[config.mk]
export PLATFORM = sky130hd
export DESIGN_NAME = ipi_unit
export DESIGN_NICKNAME = d
export VERILOG_FILES = /design/src/rtl/ipi_pkg.sv /design/src/rtl/ipi_cmd_decode.sv /design/src/rtl/ipi_pend_matrix.sv /design/src/rtl/ipi_readback.sv /design/src/rtl/ipi_unit.sv
export SDC_FILE = /design/constraint.sdc
export NUM_CORES = 1
export LEC_CHECK = 0
export ABC_AREA = 0
export BUFFER_PORTS_ARGS = -buffer_cell sky130_fd_sc_hd__buf_2
export CORE_ASPECT_RATIO = 0.7
export CORE_MARGIN = 2
export CORE_UTILIZATION = 46
export DETAILED_ROUTE_END_ITERATION = 10
export GPL_ROUTABILITY_DRIVEN = 0
export PLACE_DENSITY = 0.87
export SLEW_MARGIN = 25
export SYNTH_ARGS = -nofsm -noshare
export SYNTH_HDL_FRONTEND = slang
export SYNTH_SLANG_ARGS = --single-unit
[constraint.sdc]
create_clock -name clk_i -period 1.6 [get_ports clk_i]
set_input_delay 0.32 -clock clk_i [delete_from_list [all_inputs] [get_ports clk_i]]
set_output_delay 0.32 -clock clk_i [all_outputs]
set_load 0.005 [all_outputs]
[src/rtl/ipi_pkg.sv]
package ipi_pkg;
  localparam logic [7:0] OP_RAISE  = 8'h01;
  localparam logic [7:0] OP_STATUS = 8'h02;
  localparam logic [7:0] OP_SOURCE = 8'h03;
  localparam logic [7:0] OP_ACK    = 8'h04;

  typedef enum logic [1:0] {
    RB_NONE   = 2'd0,
    RB_STATUS = 2'd1,
    RB_SOURCE = 2'd2
  } rb_kind_e;
endpackage

[src/rtl/ipi_cmd_decode.sv]
module ipi_cmd_decode
  import ipi_pkg::*;
#(
  parameter int unsigned N_CORES = 4,
  parameter int unsigned CMD_W   = 8,
  parameter int unsigned PARAM_W = 8,
  localparam int unsigned IDX_W  = (N_CORES < 2) ? 1 : $clog2(N_CORES)
) (
  input  logic               valid_i,
  input  logic [CMD_W-1:0]   code_i,
  input  logic [PARAM_W-1:0] param_i,
  output logic [N_CORES-1:0] raise_o,  // one-hot target
  output logic [N_CORES-1:0] ack_o,    // one-hot sender
  output rb_kind_e           rb_kind_o,
  output logic [IDX_W-1:0]   sel_o
);
  logic in_range;
  logic [N_CORES-1:0] onehot;

  assign in_range = param_i < PARAM_W'(N_CORES);
  assign sel_o    = param_i[IDX_W-1:0];

  always_comb begin
    onehot = '0;
    for (int i = 0; i < N_CORES; i++) begin
      if (param_i == PARAM_W'(i)) onehot[i] = 1'b1;
    end
  end

  always_comb begin
    raise_o   = '0;
    ack_o     = '0;
    rb_kind_o = RB_NONE;
    if (valid_i) begin
      if (code_i == CMD_W'(OP_RAISE) && in_range) begin
        raise_o = onehot;
      end else if (code_i == CMD_W'(OP_ACK) && in_range) begin
        ack_o = onehot;
      end else if (code_i == CMD_W'(OP_STATUS) && in_range) begin
        rb_kind_o = RB_STATUS;
      end else if (code_i == CMD_W'(OP_SOURCE)) begin
        rb_kind_o = RB_SOURCE;
      end
    end
  end
endmodule

[src/rtl/ipi_pend_matrix.sv]
module ipi_pend_matrix #(
  parameter int unsigned N_CORES = 4,
  localparam int unsigned PAIRS  = N_CORES * N_CORES
) (
  input  logic               clk_i,
  input  logic               rst_ni,
  input  logic [PAIRS-1:0]   set_i,   // index sender*N_CORES + target
  input  logic [PAIRS-1:0]   clr_i,
  output logic [PAIRS-1:0]   pend_o,
  output logic [N_CORES-1:0] irq_o
);
  logic [PAIRS-1:0] pend_q;

  for (genvar p = 0; p < PAIRS; p++) begin : g_pair
    always_ff @(posedge clk_i or negedge rst_ni) begin
      if (!rst_ni)       pend_q[p] <= 1'b0;
      else if (set_i[p]) pend_q[p] <= 1'b1;  // raise wins over clear
      else if (clr_i[p]) pend_q[p] <= 1'b0;
    end
  end

  always_comb begin
    irq_o = '0;
    for (int s = 0; s < N_CORES; s++) begin
      for (int t = 0; t < N_CORES; t++) begin
        irq_o[t] = irq_o[t] | pend_q[s*N_CORES+t];
      end
    end
  end

  assign pend_o = pend_q;
endmodule

[src/rtl/ipi_readback.sv]
module ipi_readback
  import ipi_pkg::*;
#(
  parameter int unsigned N_CORES = 4,
  parameter int unsigned RB_W    = 8,
  localparam int unsigned IDX_W  = (N_CORES < 2) ? 1 : $clog2(N_CORES)
) (
  input  logic               clk_i,
  input  logic               rst_ni,
  input  rb_kind_e           kind_i,
  input  logic [IDX_W-1:0]   sel_i,
  input  logic [N_CORES-1:0] row_i,  // pairs sent by this core
  input  logic [N_CORES-1:0] col_i,  // pairs aimed at this core
  output logic               valid_o,
  output logic [RB_W-1:0]    data_o
);
  logic [RB_W-1:0] data_d;

  always_comb begin
    data_d = '0;
    unique case (kind_i)
      RB_STATUS: data_d[0] = row_i[sel_i];
      RB_SOURCE: data_d[N_CORES-1:0] = col_i;
      default:   data_d = '0;
    endcase
  end

  always_ff @(posedge clk_i or negedge rst_ni) begin
    if (!rst_ni) begin
      valid_o <= 1'b0;
      data_o  <= '0;
    end else begin
      valid_o <= kind_i != RB_NONE;
      if (kind_i != RB_NONE) data_o <= data_d;
    end
  end
endmodule

[src/rtl/ipi_unit.sv]
module ipi_unit
  import ipi_pkg::*;
#(
  parameter int unsigned N_CORES = 4,
  parameter int unsigned CMD_W   = 8,
  parameter int unsigned PARAM_W = 8,
  parameter int unsigned RB_W    = 8
) (
  input  logic                       clk_i,
  input  logic                       rst_ni,
  input  logic [N_CORES-1:0]         cmd_valid_i,
  input  logic [N_CORES*CMD_W-1:0]   cmd_code_i,
  input  logic [N_CORES*PARAM_W-1:0] cmd_param_i,
  output logic [N_CORES-1:0]         rb_valid_o,
  output logic [N_CORES*RB_W-1:0]    rb_data_o,
  output logic [N_CORES-1:0]         irq_o
);
  localparam int unsigned PAIRS = N_CORES * N_CORES;
  localparam int unsigned IDX_W = (N_CORES < 2) ? 1 : $clog2(N_CORES);

  logic [N_CORES-1:0] raise_a [N_CORES];
  logic [N_CORES-1:0] ack_a   [N_CORES];
  rb_kind_e           kind_a  [N_CORES];
  logic [IDX_W-1:0]   sel_a   [N_CORES];
  logic [N_CORES-1:0] row_a   [N_CORES];
  logic [N_CORES-1:0] col_a   [N_CORES];
  logic [PAIRS-1:0]   set_flat, clr_flat, pend_flat;

  for (genvar c = 0; c < N_CORES; c++) begin : g_core
    ipi_cmd_decode #(
      .N_CORES(N_CORES), .CMD_W(CMD_W), .PARAM_W(PARAM_W)
    ) dec_i (
      .valid_i  (cmd_valid_i[c]),
      .code_i   (cmd_code_i[c*CMD_W +: CMD_W]),
      .param_i  (cmd_param_i[c*PARAM_W +: PARAM_W]),
      .raise_o  (raise_a[c]),
      .ack_o    (ack_a[c]),
      .rb_kind_o(kind_a[c]),
      .sel_o    (sel_a[c])
    );

    for (genvar o = 0; o < N_CORES; o++) begin : g_wire
      assign set_flat[c*N_CORES+o] = raise_a[c][o];   // c sends to o
      assign clr_flat[o*N_CORES+c] = ack_a[c][o];     // c retires sender o
      assign row_a[c][o]           = pend_flat[c*N_CORES+o];
      assign col_a[c][o]           = pend_flat[o*N_CORES+c];
    end

    ipi_readback #(
      .N_CORES(N_CORES), .RB_W(RB_W)
    ) rb_i (
      .clk_i  (clk_i),
      .rst_ni (rst_ni),
      .kind_i (kind_a[c]),
      .sel_i  (sel_a[c]),
      .row_i  (row_a[c]),
      .col_i  (col_a[c]),
      .valid_o(rb_valid_o[c]),
      .data_o (rb_data_o[c*RB_W +: RB_W])
    );
  end

  ipi_pend_matrix #(
    .N_CORES(N_CORES)
  ) mat_i (
    .clk_i (clk_i),
    .rst_ni(rst_ni),
    .set_i (set_flat),
    .clr_i (clr_flat),
    .pend_o(pend_flat),
    .irq_o (irq_o)
  );
endmodule

After elaboration in Yosys (flattened, before gate mapping)
Index checks and enable logic that the tools add are counted.
- magnitude comparators: 8
- multipliers: 0
- add/subtract/negate cells: 0
- reduce and logical (&&, ||, !) cells: 36
- eq/ne operators: 36
- shift operators: 0
- divide/modulo/power cells: 0
- bitwise logic cells: 12
- multiplexer cells: 104
- operator list (operator ; count):
    $eq A8 B2 Y1 const B ; 16
    $mux W4 ; 20
    $eq A8 B1 Y1 const B ; 8
    $mux W1 ; 52
    $mux W2 ; 20
    $reduce_bool A2 Y1 ; 20
    $eq A8 B3 Y1 const B ; 4
    $logic_not A8 Y1 ; 4
    $lt A8 B3 Y1 const B ; 4
    $logic_and A1 B1 Y1 ; 12
    $lt A2 B3 Y1 const B ; 4
    $mux W3 ; 4
    $or A1 B1 Y1 ; 12
    $bmux W1 S2 ; 4
    $eq A2 B1 Y1 const B ; 4
    $eq A2 B2 Y1 const B ; 4
    $pmux W1 S2 ; 4
- RAM bits: 0
- flip-flop bits (word level): 36
- bits in read-only memories: 0
- input bits: 70
- memories: 0
- latch bits: 0

Depth between registers and ports, before layout
Gate-level depths: netlist (run 1).
- depth after elaboration: 8
- gate-level depth with buffers: 8
- depth with buffers taken out: 7

Cells and area by module
A second synthesis (run 1) with hierarchy kept.
- cell total of the unflattened synthesis: 280
- area total of the unflattened synthesis: 2583.7 um2
- modules (own cells, without submodules) (module ; times used ; seq. area each (um2) ; area each (um2) ; cells an instance):
    ipi_readback ; 4 ; 125.1 ; 305.3 ; 32
    ipi_cmd_decode ; 4 ; 0.0 ; 187.7 ; 25
    ipi_pend_matrix ; 1 ; 400.4 ; 611.8 ; 52

Worst setup path after synthesis (run 1)
OpenSTA, ideal clock, no wires.
- kind: input-to-reg
- from: in cmd_code_i[3]
- to: reg g_core[0].rb_i.data_o[2]
- setup slack: -0.352 ns
- stages on the path: 7
- buffers on the path: 0
- arrival time: 1.832 ns
- setup time: 0.121 ns
- cells stage by stage: nor4_1 > and3b_1 > nand4_1 > or2_2 > ha_1 > nor2b_1 > a22o_1
- longest elaborated chain between the ends: 8
- elaborated cells between the ends (all ways): 15
- ends and longest elaborated chain (element ; RTL line ; RTL):
    start, declared ; ipi_unit.sv:12 ; input logic [N_CORES*CMD_W-1:0] cmd_code_i,
    $eq A8 B2 Y1, on equally long branches ; ipi_cmd_decode.sv:41, ipi_cmd_decode.sv:39 ;
    $mux W2 or $logic_and A1 B1 Y1 (tied branches) ; ipi_cmd_decode.sv:41, ipi_cmd_decode.sv:39 ;
    $mux W2 ; ipi_cmd_decode.sv:39 ; end else if (code_i == CMD_W'(OP_STATUS) && in_range) begin
    $mux W2 ; ipi_cmd_decode.sv:37 ; end else if (code_i == CMD_W'(OP_ACK) && in_range) begin
    $mux W2 * ; ipi_cmd_decode.sv:35 ; if (code_i == CMD_W'(OP_RAISE) && in_range) begin
    $mux W2 * ; ipi_cmd_decode.sv:34 ; if (valid_i) begin
    $eq A2 B2 Y1 ; ipi_readback.sv:21 ; unique case (kind_i)
    $mux W3 ; ipi_readback.sv:21 ;
    end signal, assigned ; ipi_readback.sv:34 ; if (kind_i != RB_NONE) data_o <= data_d;
    end, declared ; ipi_readback.sv:15 ; output logic [RB_W-1:0] data_o
Every way passes the cells marked *; elsewhere a longest branch is shown, timed or not.
A chain may end at the register's enable or synchronous reset.

Worst setup path after layout (run 1)
- from: in cmd_code_i[23]
- to: reg g_core[2].rb_i.data_o[3]
- longest elaborated chain between the ends: 8
- elaborated cells between the ends (all ways): 15
- ends and longest elaborated chain (element ; RTL line):
    $eq A8 B2 Y1, on equally long branches ; ipi_cmd_decode.sv:41, ipi_cmd_decode.sv:39
    $mux W2 or $logic_and A1 B1 Y1 (tied branches) ; ipi_cmd_decode.sv:41, ipi_cmd_decode.sv:39
    $mux W2 ; ipi_cmd_decode.sv:39
    $mux W2 ; ipi_cmd_decode.sv:37
    $mux W2 * ; ipi_cmd_decode.sv:35
    $mux W2 * ; ipi_cmd_decode.sv:34
    $eq A2 B2 Y1 ; ipi_readback.sv:21
    $mux W3 ; ipi_readback.sv:21
    end signal, assigned ; ipi_readback.sv:34
    end, declared ; ipi_readback.sv:15
Marks and branches as above.

==> results_dict.tcl, run 1 <==
set metrics [dict create \
    gr-usage-all-layers 0.241 \
    finalNetCount 442 \
    syn_to_final_growth_pct 51.8 \
    synth.yosys.warnings 0 \
    drtIter0Drc 133 \
    diodes 0 \
    drc 0 \
    clockBufferDepth 2 \
    antenna_left 0 \
    period_minus_slack_ps 1770 \
    antenna_found_initial 0 \
    leakage_uw 0.00166 \
    dr.pass1.iters 4 \
    nFillCells 348 \
    outcome "finished with violations" \
    multiInputGateArea_mm2 0.00147 \
    setup_violations 15 \
    critPathLaunch "cmd_code_i[23]" \
    rows 21 \
    grt_max_degree 21 \
    rsz0062_at_grt "yes" \
    dieArea_mm2 0.00544 \
    drv_slew 0 \
    ctsRootBufferMaster "clkbuf_8" \
    ys_seq_area_frac 0.403 \
    worst-endpoint-required_ps 1770 \
    arrival_ps 1940 \
    synth_top_area_cell "dfrtp_1" \
    r2r_end "g_core[1].rb_i.data_o[0]" \
    maxCapViolCount 0 \
    grt_first_pass_wirelength_um 10500 \
    synth_area_leaders "dfrtp_1, buf_4, ha_1" \
    netlist_area_mm2 0.00223 \
    initial_core_util 0.472 \
    ios 110 \
    use_met2 0.395 \
    cts_buffers 5 \
    wl_per_cell_um 15.5 \
    fp.coreArea_mm2 0.00473 \
    cts.sink_count 36 \
    cellPowerDensity_mw_per_mm2 546 \
    endpoint_kind "flip-flop" \
    drive_gt1_frac 0.524 \
    die_h_um 62.3 \
    mostFrequentLayoutCell "buf_2" \
    critical_path.startpoint_type "input pin" \
    grtUsageMet3 0.0559 \
    worstPathMaxFanout 4 \
    hold_violations 0 \
    place_ws_ps -449 \
    r2r-start "mat_i.pend_o[4]" \
    fmax_mhz 566 \
    worstHoldStart "cmd_param_i[25]" \
    top_usage_layer "met2" \
    synth_top_area_share 0.403 \
    finalWorstSetupSlack_ps -166 \
    gr-usage-met1 0.305 \
    max-vdd-ir-drop_mv 0.300 \
    routed_wl_um 6470 \
    port_buffers 93 \
    dr_total_vias 2302 \
    clk_latency_ps 290 \
    ff_latch_area_um2 901 \
    htreeDepth 2 \
    finalClockSkew_ps 4.24 \
    tns_ps -1170 \
    synth_seq_cells 36 \
    netlist-cell-type-count 33 \
    clk_pin_slew_worst_paths_ps 70 \
    r2r_cells 5 \
    gr-total-overflow 0 \
    violations "setup timing" \
    whs_path_depth 2 \
    final_cell_area_mm2 0.00339 \
    placed_area_mm2 0.00303 \
    whs_ps 306 \
    syn_inst 228 \
    final_cell_mix "buf_2, dfrtp_1, buf_4" \
    hpwlAfterDp_um 4790 \
    crit_type "input pin to flip-flop" \
    synth.avg_cell_area_um2 9.80 \
    fin_crit_sh 1.10 \
    die_x_um 87.3 \
    holdPathEnd "mat_i.pend_o[12]" \
    fin_util 0.717 \
    first_global_vias 2320 \
    cts_tree "yes" \
    vias_per_cell 5.51 \
    hp-class "input pin to flip-flop" \
    r2r_slack_ps 140 \
]
-- logic make-up (layout without fill, tap and decap cells) --
| family | Yosys count | count (layout) | synth area share |
|---|---|---|---|
| simple gates | 91 | 91 | 0.243 |
| compound gates | 50 | 50 | 0.148 |
| flops | 36 | 36 | 0.403 |
| buf+inv | 32 | 150 | 0.0874 |
| fa+ha+maj | 12 | 12 | 0.0672 |
| mux | 6 | 6 | 0.0493 |
| other cells | 1 | 16 | 0.00168 |
-- how the worst max path moves through the flow --
stage	end	depth (start not counted)
5_1_grt	g_core[2].rb_i.data_o[0]	6
3_5_place_dp	g_core[2].rb_i.data_o[0]	8
4_1_cts	g_core[2].rb_i.data_o[0]	8
2_1_floorplan	g_core[2].rb_i.data_o[1]	6
3_3_place_gp	g_core[2].rb_i.data_o[3]	7
6_report	g_core[2].rb_i.data_o[3]	7
-- worst max-delay path, cell delays in order --
cell and delay (ps):
buf_6 90, or4b_4 550, nor4_4 250, nand3_1 170
ha_2 230, nor2b_4 130, a22o_1 200
-- synthesized netlist by cell type, drive strengths merged --
master  number
inv         11
mux2i        2
mux4         4
and3         3
nor4         8
a22oi        4
nand4        9
nor3         5
nor3b        4
nor2         5
or4          5
nand2b       8
and3b        2
conb         1
buf         20
o31ai       12
o21ai       25
o41ai        1
a22o         8
clkbuf       1
ha          12
or2          2
nand4b       1
dfrtp       36
nor4b        3
nor2b        8
nand3        7
nand2       19
nor4bb       1
or4b         1
-- sequential cells by signal, summed over array words and instances (netlist names) --
name	flops
mat_i.pend_o	16
g_core.rb_i.valid_o	4
g_core.rb_i.data_o	16
-- metrics by stage --
| step | power (µW) | std cells |
|---|---|---|
| CTS | 1830 | 414 |
| detailed placement | 1170 | 395 |
| global placement | 1160 | 395 |
| global route | 1920 | 418 |
| floorplan | 1020 | 243 |
| finish | 1850 | 418 |
-- metal layers --
metal  routed length, µm  up-vias
met4                  54        0
met3                 490        6
met1                2670     1095
met5                   0        -
met2                3250      115
li1                    -     1086
-- area by class of cell --
class / instances / share of cell area
clock inverters: 2 / 0.00295
multi-input cells: 175 / 0.433
well taps: 57 / 0.0210
inverters: 11 / 0.0122
clock buffers: 6 / 0.0244
flip-flops and latches: 36 / 0.266
repair buffers: 131 / 0.241
-- repair_timing --
| action | in CTS | in global routing |
|---|---|---|
| resized for setup | 6 | 28 |
| hold endpoints to repair | 16 | 0 |
| setup endpoints to repair | 18 | 25 |
| hold buffers | 1 | 0 |
| cloned | 0 | 0 |
| pin swaps | 8 | 13 |
| buffers inserted | 10 | 4 |
-- power by group --
part | switching (µW) | internal, µW
sequential | 0.235 | 910
combinational | 137 | 127
clock | 334 | 344
(Power assumes the default switching activity.)
==> run 2, diff against run 1 <==
--- a/config.mk
+++ b/config.mk
@@ -12,7 +12,7 @@
 export CORE_UTILIZATION = 46
 export DETAILED_ROUTE_END_ITERATION = 10
 export GPL_ROUTABILITY_DRIVEN = 0
-export PLACE_DENSITY = 0.87
+export PLACE_DENSITY = 0.81
 export SLEW_MARGIN = 25
 export SYNTH_ARGS = -nofsm -noshare
 export SYNTH_HDL_FRONTEND = slang
==> run 2 against run 1 <==
Combinational power barely moved. Flip-flop and latch count did not move. Clock skew rose by 1.3 ps. Sequential share of layout area fell by 0.15 points. Wire length fell by 7.5%. Largest power group unchanged. Final area rose by 0.55%. The flow still finishes with violations (setup timing). Sequential power barely moved. Final cell count fell by 0.72%. Fmax rose by 3.0%. Largest cell class unchanged. Clock power rose by 30%. First-iteration DRC count fell by 25%.
==> results_dict.tcl, run 2 (synthesized netlist as in run 1, its figures left out) <==
set metrics [dict create \
    outcome "finished with violations" \
    violations "setup timing" \
    endpoint_kind "flip-flop" \
    place_ws_ps -425 \
    syn_to_final_growth_pct 52.7 \
    fp.coreArea_mm2 0.00473 \
    use_met2 0.374 \
    period_minus_slack_ps 1710 \
    rows 21 \
    cts_tree "yes" \
    grtUsageMet3 0.0612 \
    grt_max_degree 37 \
    finalClockSkew_ps 5.58 \
    vias_per_cell 5.38 \
    die_x_um 87.3 \
    gr-usage-all-layers 0.219 \
    fmax_mhz 584 \
    maxCapViolCount 0 \
    finalNetCount 439 \
    final_cell_area_mm2 0.00341 \
    hpwlAfterDp_um 4580 \
    ctsRootBufferMaster "clkbuf_8" \
    antenna_found_initial 0 \
    gr-usage-met1 0.278 \
    placed_area_mm2 0.00302 \
    crit_type "input pin to flip-flop" \
    drtIter0Drc 100 \
    hold_violations 0 \
    diodes 0 \
    cts.sink_count 36 \
    initial_core_util 0.472 \
    port_buffers 93 \
    dr.pass1.iters 4 \
    setup_violations 14 \
    clockBufferDepth 2 \
    final_cell_mix "buf_2, dfrtp_1, buf_4" \
    ios 110 \
    worstPathMaxFanout 4 \
    hp-class "input pin to flip-flop" \
    tns_ps -878 \
    first_global_vias 2138 \
    leakage_uw 0.00166 \
    drc 0 \
    top_usage_layer "met2" \
    finalPower_uw 2050 \
    cellPowerDensity_mw_per_mm2 601 \
    gr-total-overflow 0 \
    finalWorstSetupSlack_ps -114 \
    cts_buffers 5 \
    routed_wl_um 5990 \
    max-vdd-ir-drop_mv 0.330 \
    mostFrequentLayoutCell "buf_2" \
    wl_per_cell_um 14.4 \
    grt_first_pass_wirelength_um 9520 \
    critical_path.startpoint_type "input pin" \
    drv_slew 0 \
    worst-endpoint-required_ps 1770 \
    clk_pin_slew_worst_paths_ps 70 \
    htreeDepth 2 \
    arrival_ps 1890 \
    dr_total_vias 2231 \
    dieArea_mm2 0.00544 \
    clk_latency_ps 290 \
    antenna_left 0 \
    rsz0062_at_grt "yes" \
    die_h_um 62.3 \
    drive_gt1_frac 0.520 \
    fin_crit_sh 1.07 \
]
[run 2: cell count changes in the layout (fill, tap and decap cells not counted), moves of 2 or more]
| cell | previous run | this run |
|---|---|---|
| clkinv_2 | 2 | 0 |
| buf_4 | 36 | 33 |
| nand3_2 | 4 | 6 |
| o31ai_1 | 9 | 7 |
| o31ai_2 | 2 | 5 |
[run 2: area by class of cell]
type / instances / area [µm²]
clock inverter: 1 / 30.0
fill: 343 / 1320
sequential: 36 / 901
clock buffer: 7 / 96.3
tap: 57 / 71.3
multi-input combinational: 175 / 1480
timing repair buffer: 128 / 787
inverter: 11 / 41.3
[run 2: critical path, cell delays in order]
cell	delay, ps
buf_6	90
or4b_4	550
or4_4	550
o41ai_2	290
o21ai_1	100
[run 2: where the power goes]
| group | internal (µW) | total, µW | switching, µW |
|---|---|---|---|
| clock network | 550 | 880 | 330 |
| logic | 128 | 261 | 133 |
| registers | 910 | 910 | 0.227 |
[run 2: worst paths after layout]
path	from	endpoint	slack [ps]	depth (start not counted)
setup reg to reg	mat_i.pend_o[8]	g_core[2].rb_i.data_o[0]	120	5
max in group asynchronous	rst_ni	mat_i.pend_o[4]	900	3
hold reg to reg	g_core[3].rb_i.data_o[3]	g_core[3].rb_i.data_o[3]	490	2
min in group asynchronous	rst_ni	g_core[0].rb_i.data_o[3]	520	3
setup / recovery	cmd_code_i[23]	mat_i.pend_o[2]	-110	5
hold / removal	cmd_param_i[25]	mat_i.pend_o[12]	290	2
[run 2: per-stage QoR]
step / util / hold slack (ps) / cells
4_1_cts: 0.684 / 279 / 410
3_5_place_dp: 0.638 / 296 / 394
3_3_place_gp: 0.638 / 290 / 394
5_1_grt: 0.721 / 274 / 415
2_1_floorplan: - / 24.4 / 243
6_report: 0.721 / 286 / 415
[run 2: timing repair]
item	4_1_cts	5_1_grt
resized for setup	6	28
buffers inserted	7	5
setup endpoints to repair	18	21
pin swaps	8	14
hold endpoints to repair	36	0
hold buffers	1	0
[run 2: per-layer routing]
layer	vias up	share of wire
met3	6	0.056
met1	1063	0.42
met5	-	0
li1	1077	-
met4	0	0.0067
met2	85	0.51
==> run 3, diff against run 2 <==
--- a/config.mk
+++ b/config.mk
@@ -9,10 +9,10 @@
 export BUFFER_PORTS_ARGS = -buffer_cell sky130_fd_sc_hd__buf_2
 export CORE_ASPECT_RATIO = 0.7
 export CORE_MARGIN = 2
-export CORE_UTILIZATION = 46
+export CORE_UTILIZATION = 50
 export DETAILED_ROUTE_END_ITERATION = 10
 export GPL_ROUTABILITY_DRIVEN = 0
-export PLACE_DENSITY = 0.81
+export PLACE_DENSITY = 0.87
 export SLEW_MARGIN = 25
 export SYNTH_ARGS = -nofsm -noshare
 export SYNTH_HDL_FRONTEND = slang
==> constraint.sdc (replaced) <==
create_clock -name clk_i -period 2.2 [get_ports clk_i]
set_input_delay 0.44 -clock clk_i [delete_from_list [all_inputs] [get_ports clk_i]]
set_output_delay 0.44 -clock clk_i [all_outputs]
set_load 0.005 [all_outputs]
==> run 3 against run 2 <==
The flow now finishes without violations. Final area is 18% lower. Sequential power is 27% lower. Worst setup slack better by 350 ps. Via count is 7.2% lower. Critical endpoint is now g_core[2].rb_i.data_o[1]. Largest power group unchanged.
==> results_dict.tcl, run 3 (synthesized netlist as in run 1, its figures left out) <==
set metrics [dict create \
    clockBufferDepth 2 \
    crit_type "input pin to flip-flop" \
    diodes 0 \
    ctsHoldBuffers 0 \
    cellPowerDensity_mw_per_mm2 450 \
    finalPower_uw 1260 \
    wl_per_cell_um 13.1 \
    ctsRootBufferMaster "clkbuf_8" \
    grt_max_degree 37 \
    syn_to_final_growth_pct 25.8 \
    placed_cells 377 \
    finalClockSkew_ps 5.23 \
    cts_resized 0 \
    cts_tree "yes" \
    setup_violations 0 \
    fp.coreArea_mm2 0.00433 \
    cpPeakStageDelay_ps 530 \
    leakage_uw 0.00147 \
    first_global_vias 1840 \
    dr_total_vias 2070 \
    place_ws_ps -59.4 \
    worst-endpoint-required_ps 2430 \
    fin_crit_sh 0.895 \
    max-vdd-ir-drop_mv 0.346 \
    placed_area_mm2 0.00272 \
    drive_gt1_frac 0.358 \
    wl_met3_um 363 \
    cts_buffers 5 \
    arrival_ps 2190 \
    worstPathMaxFanout 7 \
    clk_latency_ps 290 \
    post-cts-setup-buffers 0 \
    hpwlAfterDp_um 4150 \
    fin_cells 385 \
    ios 110 \
    whs_ps 221 \
    dieArea_mm2 0.00503 \
    routed.top_layer "met4" \
    mostFrequentLayoutCell "buf_2" \
    fmax_mhz 508 \
    drtIter0Drc 101 \
    hp-class "input pin to asynchronous set/reset pin" \
    port_buffers 93 \
    clk_pin_slew_worst_paths_ps 70 \
    routed_wl_um 5050 \
    die_h_um 59.9 \
    drv_slew 0 \
    max_slew_margin 0.485 \
    dr_wl_met2_um 2420 \
    antenna_left 0 \
    rows 20 \
    final_cell_area_mm2 0.00281 \
    cp_slowest_cell "or4b_4" \
    critical_path.startpoint_type "input pin" \
    met1Wirelength_um 2250 \
    worst_pin_slew_ps 773 \
    vias_per_cell 5.38 \
    initial_core_util 0.516 \
    grt_first_pass_wirelength_um 8290 \
    endpoint_kind "flip-flop" \
    rsz0062_at_grt "no" \
    maxCapViolCount 0 \
    outcome "complete, no violations" \
    htreeDepth 2 \
    gr-total-overflow 0 \
    nFillCells 350 \
    period_minus_slack_ps 1970 \
    finalNetCount 411 \
    drc 0 \
    hold_violations 0 \
    finalWorstSetupSlack_ps 232 \
    die_x_um 83.9 \
    final_cell_mix "buf_2, dfrtp_1, o21ai_0" \
    cts.sink_count 36 \
    dr.pass1.iters 4 \
    cp_cell_sequence "buf_2 > or4b_4 > nor4_2 > nand3_1 > ha_1 > nor2b_1 > a22o_1" \
    antenna_found_initial 0 \
    gr-usage-all-layers 0.209 \
]
## run 3: power breakdown
part,internal (µW),total (µW),switching [µW]
logic,67.5,143,75.4
registers,662,662,0.224
clock network,220,459,239
total,950,1260,315
## run 3: path summary, 6_finish.rpt
path                                                from                        to  slack [ps]  cells past startpoint
max in group asynchronous                         rst_ni  g_core[1].rb_i.data_o[0]        1480                      1
worst min-delay path                              rst_ni    g_core[0].rb_i.valid_o         220                      1
worst max-delay path                      cmd_code_i[23]  g_core[2].rb_i.data_o[1]         230                      7
worst min register to register  g_core[1].rb_i.data_o[0]  g_core[1].rb_i.data_o[0]         480                      2
min in group clk_i                        cmd_param_i[8]           mat_i.pend_o[4]         420                      2
worst max register to register          mat_i.pend_o[14]  g_core[3].rb_i.data_o[0]         920                      3
## run 3: metal layers
layer  track usage  vias to the layer above
met5             0                        -
met4        0.0484                        0
met3        0.0552                        2
met2         0.363                       88
met1         0.268                      963
li1              -                     1017
## run 3: per-stage QoR
step                       util  TNS (ps)
after floorplan               -         0
after global placement    0.629         0
after detailed placement  0.629      -351
after CTS                 0.649         0
after global routing      0.649         0
final                     0.649         0
## run 3: final cells by class
class	instances	area, µm²	share of cell area
sequential	36	901	0.321
clock buffer	5	68.8	0.0245
multi-input combinational	175	1190	0.425
inverter	11	41.3	0.0147
clock inverter	3	18.8	0.00668
timing repair buffer	100	518	0.184
tap	55	68.8	0.0245
## run 3: worst max-delay path, delay by kind of cell
family                     cells  cell delay (ps)
and+or+nand+nor                4             1200
buffers and inverters          1              100
AOI/OAI and AO/OA              1              160
adders and majority gates      1              310
